--- src/rtl/tick_timer_pkg.sv ---
package tick_timer_pkg;
  localparam int unsigned SEL_W = 3;

  typedef enum logic {
    CLK_SRC_CYCLE = 1'b0,
    CLK_SRC_PIN   = 1'b1
  } clk_src_e;

  typedef enum logic {
    EDGE_RISE = 1'b0,
    EDGE_FALL = 1'b1
  } edge_sel_e;
endpackage

--- src/rtl/tick_timer_edge.sv ---
module tick_timer_edge #(
  parameter int unsigned STAGES = 2
) (
  input  logic clk_i,
  input  logic rst_ni,
  input  logic adv_i,
  input  logic pin_i,
  input  logic fall_i,
  output logic evt_o
);
  import tick_timer_pkg::*;

  logic [STAGES-1:0] sync_q;
  logic              prev_q;
  logic              level;
  logic              rise_det;
  logic              fall_det;

  for (genvar g = 0; g < STAGES; g++) begin : g_sync
    if (g == 0) begin : g_first
      always_ff @(posedge clk_i or negedge rst_ni) begin
        if (!rst_ni)    sync_q[0] <= 1'b0;
        else if (adv_i) sync_q[0] <= pin_i;
      end
    end else begin : g_next
      always_ff @(posedge clk_i or negedge rst_ni) begin
        if (!rst_ni)    sync_q[g] <= 1'b0;
        else if (adv_i) sync_q[g] <= sync_q[g-1];
      end
    end
  end

  assign level = sync_q[STAGES-1];

  always_ff @(posedge clk_i or negedge rst_ni) begin
    if (!rst_ni)    prev_q <= 1'b0;
    else if (adv_i) prev_q <= level;
  end

  assign rise_det = level & ~prev_q;
  assign fall_det = ~level & prev_q;
  assign evt_o    = adv_i & ((edge_sel_e'(fall_i) == EDGE_FALL) ? fall_det : rise_det);
endmodule

--- src/rtl/tick_timer_psc.sv ---
module tick_timer_psc #(
  parameter int unsigned PSC_W = 8,
  parameter int unsigned SEL_W = 3
) (
  input  logic             clk_i,
  input  logic             rst_ni,
  input  logic             clr_i,
  input  logic             to_wdt_i,
  input  logic [SEL_W-1:0] sel_i,
  input  logic             tmr_evt_i,
  input  logic             wdt_evt_i,
  output logic             tmr_tick_o,
  output logic             wdt_tick_o
);
  logic [PSC_W-1:0] psc_q;
  logic [PSC_W-1:0] tmr_mask;
  logic [PSC_W-1:0] wdt_mask;
  logic             tmr_full;
  logic             wdt_full;
  logic             step;

  // timer ratio is one power above the watchdog ratio for the same select
  always_comb begin
    for (int i = 0; i < int'(PSC_W); i++) begin
      tmr_mask[i] = (i <= int'(sel_i));
      wdt_mask[i] = (i <  int'(sel_i));
    end
  end

  assign tmr_full = ((psc_q & tmr_mask) == tmr_mask);
  assign wdt_full = ((psc_q & wdt_mask) == wdt_mask);

  assign tmr_tick_o = to_wdt_i ? tmr_evt_i : (tmr_evt_i & tmr_full);
  assign wdt_tick_o = to_wdt_i ? (wdt_evt_i & wdt_full) : wdt_evt_i;
  assign step       = to_wdt_i ? wdt_evt_i : tmr_evt_i;

  always_ff @(posedge clk_i or negedge rst_ni) begin
    if (!rst_ni)     psc_q <= '0;
    else if (clr_i)  psc_q <= '0;
    else if (step)   psc_q <= psc_q + 1'b1;
  end
endmodule

--- src/rtl/tick_timer_core.sv ---
module tick_timer_core #(
  parameter int unsigned CNT_W    = 8,
  parameter int unsigned HOLD_CYC = 2
) (
  input  logic             clk_i,
  input  logic             rst_ni,
  input  logic             adv_i,
  input  logic             evt_i,
  input  logic             tick_i,
  input  logic             wr_en_i,
  input  logic [CNT_W-1:0] wr_data_i,
  input  logic             clr_i,
  output logic             qual_o,
  output logic [CNT_W-1:0] count_o,
  output logic             flag_o
);
  localparam int unsigned HOLD_W = $clog2(HOLD_CYC + 1);

  logic [HOLD_W-1:0] hold_q;
  logic [CNT_W-1:0]  count_q;
  logic              flag_q;
  logic              wrap;

  assign qual_o = evt_i & (hold_q == '0);
  assign wrap   = tick_i & ~wr_en_i & (count_q == '1);

  always_ff @(posedge clk_i or negedge rst_ni) begin
    if (!rst_ni)                    hold_q <= '0;
    else if (wr_en_i)               hold_q <= HOLD_W'(HOLD_CYC);
    else if (adv_i && hold_q != '0) hold_q <= hold_q - 1'b1;
  end

  always_ff @(posedge clk_i or negedge rst_ni) begin
    if (!rst_ni)      count_q <= '0;
    else if (wr_en_i) count_q <= wr_data_i;
    else if (tick_i)  count_q <= count_q + 1'b1;
  end

  // set beats clear
  always_ff @(posedge clk_i or negedge rst_ni) begin
    if (!rst_ni)    flag_q <= 1'b0;
    else if (wrap)  flag_q <= 1'b1;
    else if (clr_i) flag_q <= 1'b0;
  end

  assign count_o = count_q;
  assign flag_o  = flag_q;
endmodule

--- src/rtl/tick_timer.sv ---
module tick_timer #(
  parameter int unsigned CNT_W       = 8,
  parameter int unsigned PSC_W       = 8,
  parameter int unsigned SEL_W       = tick_timer_pkg::SEL_W,
  parameter int unsigned SYNC_STAGES = 2,
  parameter int unsigned HOLD_CYC    = 2
) (
  input  logic             clk_i,
  input  logic             rst_ni,
  input  logic             cyc_en_i,
  input  logic             ext_clk_i,
  input  logic             src_ext_i,
  input  logic             edge_fall_i,
  input  logic             psc_to_wdt_i,
  input  logic [SEL_W-1:0] psc_sel_i,
  input  logic             wdt_evt_i,
  input  logic             wr_en_i,
  input  logic [CNT_W-1:0] wr_data_i,
  input  logic             flag_clr_i,
  output logic [CNT_W-1:0] count_o,
  output logic             flag_o,
  output logic             wdt_tick_o
);
  import tick_timer_pkg::*;

  logic pin_evt;
  logic raw_evt;
  logic qual_evt;
  logic tmr_tick;

  tick_timer_edge #(
    .STAGES (SYNC_STAGES)
  ) u_edge (
    .clk_i  (clk_i),
    .rst_ni (rst_ni),
    .adv_i  (cyc_en_i),
    .pin_i  (ext_clk_i),
    .fall_i (edge_fall_i),
    .evt_o  (pin_evt)
  );

  assign raw_evt = (clk_src_e'(src_ext_i) == CLK_SRC_PIN) ? pin_evt : cyc_en_i;

  tick_timer_psc #(
    .PSC_W (PSC_W),
    .SEL_W (SEL_W)
  ) u_psc (
    .clk_i      (clk_i),
    .rst_ni     (rst_ni),
    .clr_i      (wr_en_i),
    .to_wdt_i   (psc_to_wdt_i),
    .sel_i      (psc_sel_i),
    .tmr_evt_i  (qual_evt),
    .wdt_evt_i  (wdt_evt_i),
    .tmr_tick_o (tmr_tick),
    .wdt_tick_o (wdt_tick_o)
  );

  tick_timer_core #(
    .CNT_W    (CNT_W),
    .HOLD_CYC (HOLD_CYC)
  ) u_core (
    .clk_i     (clk_i),
    .rst_ni    (rst_ni),
    .adv_i     (cyc_en_i),
    .evt_i     (raw_evt),
    .tick_i    (tmr_tick),
    .wr_en_i   (wr_en_i),
    .wr_data_i (wr_data_i),
    .clr_i     (flag_clr_i),
    .qual_o    (qual_evt),
    .count_o   (count_o),
    .flag_o    (flag_o)
  );
endmodule

--- config.mk ---
export PLATFORM = sky130hd
export DESIGN_NAME = tick_timer
export DESIGN_NICKNAME = d
export VERILOG_FILES = /design/src/rtl/tick_timer_pkg.sv /design/src/rtl/tick_timer_edge.sv /design/src/rtl/tick_timer_psc.sv /design/src/rtl/tick_timer_core.sv /design/src/rtl/tick_timer.sv
export SDC_FILE = /design/constraint.sdc
export NUM_CORES = 1
export LEC_CHECK = 0
export ABC_AREA = 1
export BUFFER_PORTS_ARGS = -buffer_cell sky130_fd_sc_hd__buf_2
export CAP_MARGIN = 25
export CORE_AREA = 2 2 53 80
export DETAILED_ROUTE_END_ITERATION = 8
export DIE_AREA = 0 0 55 82
export GPL_TIMING_DRIVEN = 0
export PLACE_DENSITY_LB_ADDON = 0.05
export SYNTH_ARGS = -nofsm -noshare
export SYNTH_HDL_FRONTEND = slang
export SYNTH_SLANG_ARGS = --single-unit
--- constraint.sdc ---
create_clock -name clk_i -period 1.3 [get_ports clk_i]
set_input_delay 0.26 -clock clk_i [delete_from_list [all_inputs] [get_ports clk_i]]
set_output_delay 0.26 -clock clk_i [all_outputs]
set_load 0.05 [all_outputs]
==> impl_metrics.json <==
{
  "cts_buffers": 3,
  "clock_sinks": 22,
  "placed_area_sq_mm": 0.00172,
  "critPathArrivalTime_ps": 1370,
  "grt_max_degree": 23,
  "final_core_util_pct": 51.9,
  "dieArea_sq_mm": 0.00451,
  "crit_type": "reg -> out",
  "antenna_found_initial": 0,
  "synthTopCellsByArea": "dfrtp_1 (37%), nand2_1 (17%), nand3_1 (9.5%)",
  "synthesis.nets": 228,
  "clock.fmax_mhz": 614,
  "grt_pass1_wl_mm": 6.21,
  "coreArea_sq_mm": 0.00385,
  "finalNonFillerCells": 296,
  "num_vias": 1455,
  "cts_tree": "done",
  "clk_pin_slew_ps": 80,
  "setup_ws_ps": -327,
  "synthCells": 204,
  "tns_ps": -1020,
  "yosysSeqAreaShare_pct": 37.2,
  "leakage_nw": 0.994,
  "drt-total-wl_mm": 3.60,
  "avgViaCountPerCell": 4.92,
  "syn-cell-area_sq_mm": 0.00148,
  "grt_usage_pct": 18.8,
  "fin_skew_ps": 4.58,
  "ys_types": 26,
  "clock_latency_ps": 260,
  "cp-end-kind": "primary output",
  "htreeDepth": 1,
  "rsz0062_at_grt": "true",
  "hold_violations": 0,
  "synth_most_common_cell": "nand2_1",
  "wl_per_cell_microns": 12.2,
  "critPathRequiredTime_ps": 1040,
  "totalPowerFinal_mw": 1.88,
  "initial_core_util_pct": 38.4,
  "std_cell_rows": 28,
  "finalSetupViolations": 17,
  "drive_above_1_share_pct": 36.7,
  "period_needed_ps": 1630,
  "dp_slack_ps": -342,
  "overflow": 0,
  "gp_congestion": 0.768,
  "worst_slew_pin_slew_ps": 643,
  "stdcell_area_sq_mm": 0.00200,
  "dp.cells": 279,
  "io_buffers": 30,
  "dr.pass1.iters": 4,
  "io-pin-count": 31,
  "slew_violations": 0,
  "drc": 0,
  "finalCritPeriodShare_pct": 125,
  "synth_enable_flop_cells": 0,
  "cp_max_fo": 2,
  "ant_nets": 0,
  "drt_iter0_markers": 40,
  "relSlewSlack_pct": 57.1,
  "die_x_microns": 55,
  "holdWs_ps": 210,
  "grt_pass1_vias": 1428,
  "failed_checks": "negative setup slack",
  "startpoint_type": "register",
  "drv_cap": 0,
  "yosys-top-cells-count": "nand2_1 (67), nand3_1 (28), dfrtp_1 (22), inv_1 (20), o21ai_0 (10)",
  "vdd_drop_max_uv": 806,
  "synth_top_area_share_pct": 37.2,
  "antenna_cells": 0,
  "synth.avg_cell_area_sq_um": 7.26,
  "cts-root-buf": "clkbuf_8",
  "yosysTopAreaCell": "dfrtp_1",
  "dp_hpwl_mm": 2.66,
  "p_per_area_mw_per_mm2": 937,
  "ys_seq_elements": 22,
  "hold_path.class": "in -> reg",
  "die_h_microns": 82,
  "clockBufferDepth": 2,
  "fin_nets": 276,
  "syn2layout_area_growth_pct": 35.1,
  "status": "finished with violations",
  "ys.flop_type": "dfrtp_1",
  "yosysWarnings": 0,
  "async_flop_share_pct": 100
}
[cells by family (layout without fill, tap and decap cells)]
kind of cell | count (synthesis) | in the layout | synth area share (%)
compound gates | 20 | 20 | 7.94
simple gates | 120 | 120 | 38.9
buf+inv | 29 | 76 | 7.60
flops | 22 | 22 | 37.2
fa+ha+maj | 3 | 3 | 2.53
xor+xnor | 10 | 10 | 5.91
[final timing paths]
path | from | to | slack [ps] | cells past startpoint
worst max-delay path | u_psc.psc_q[6] | wdt_tick_o | -330 | 7
worst min-delay path | ext_clk_i | u_edge.sync_q[0] | 210 | 3
worst max register to register | u_edge.prev_q | u_psc.psc_q[7] | -90 | 8
worst min register to register | u_edge.sync_q[0] | u_edge.sync_q[0] | 480 | 2
max in group asynchronous | rst_ni | u_core.count_o[2] | 420 | 2
min in group asynchronous | rst_ni | u_psc.psc_q[5] | 500 | 2
[registers in the layout (all words and copies together) (netlist names)]
signal / flops
u_core.count_o: 8
u_psc.psc_q: 8
u_core.hold_q: 2
u_core.flag_o: 1
u_edge.level: 1
u_edge.prev_q: 1
u_edge.sync_q: 1
[metal layers]
| metal | global-route usage (%) | wire length, microns | up-vias | part of all wire (%) |
|---|---|---|---|---|
| met1 | 21.1 | 1510 | 682 | 42 |
| met4 | 5.12 | 27 | 0 | 0.75 |
| met3 | 1.64 | 80 | 2 | 2.2 |
| met5 | 0 | 0 | - | 0 |
| met2 | 36.1 | 1980 | 20 | 55 |
| li1 | - | - | 751 | - |
[worst max-delay path, stage by stage, from the launching register on]
cell	delay, ps
dfrtp_1	380
inv_2	40
nand3_2	70
o21ai_2	60
a21oi_1	120
nand3_1	130
a21boi_4	140
buf_6	170
[final cells by class]
type	instances	area, sq um
fillers	430	1850
clock buffers	4	55.1
well taps	45	56.3
inverters	25	98.8
multi-input cells	153	942
plain buffers	4	18.8
flip-flops and latches	22	561
repair buffers	43	270
[power by group]
| group | leakage (nW) | internal [mW] | switching, mW |
|---|---|---|---|
| logic | 0.691 | 0.191 | 0.369 |
| registers | 0.274 | 0.748 | 0.0778 |
| clock network | 0.0288 | 0.270 | 0.220 |
| total | 0.994 | 1.21 | 0.667 |
[cells in the final DEF (no fill, tap or decap), types with 2 or more instances in the layout]
master / count
a21oi_1: 3
buf_2: 28
buf_4: 10
buf_6: 4
clkbuf_1: 3
clkbuf_8: 4
dfrtp_1: 14
dfrtp_2: 8
ha_4: 2
inv_1: 17
inv_2: 6
inv_4: 2
nand2_1: 65
nand2_2: 3
nand2_8: 2
nand3_1: 16
nand3_2: 12
nand3b_1: 6
nand4_1: 4
nor2_1: 4
nor2_2: 3
nor3_1: 2
o21ai_0: 8
o21ai_1: 3
xor2_1: 9
[repair_timing]
item                                    4_1_cts  5_1_grt
endpoints found under the setup margin       17       19
hold buffers                                  1        0
resized for setup                            26        6
pin swaps                                    15        1
endpoints found under the hold margin        22        0
cloned                                        0        0
buffers inserted                             10        2
(Power assumes the default switching activity.)
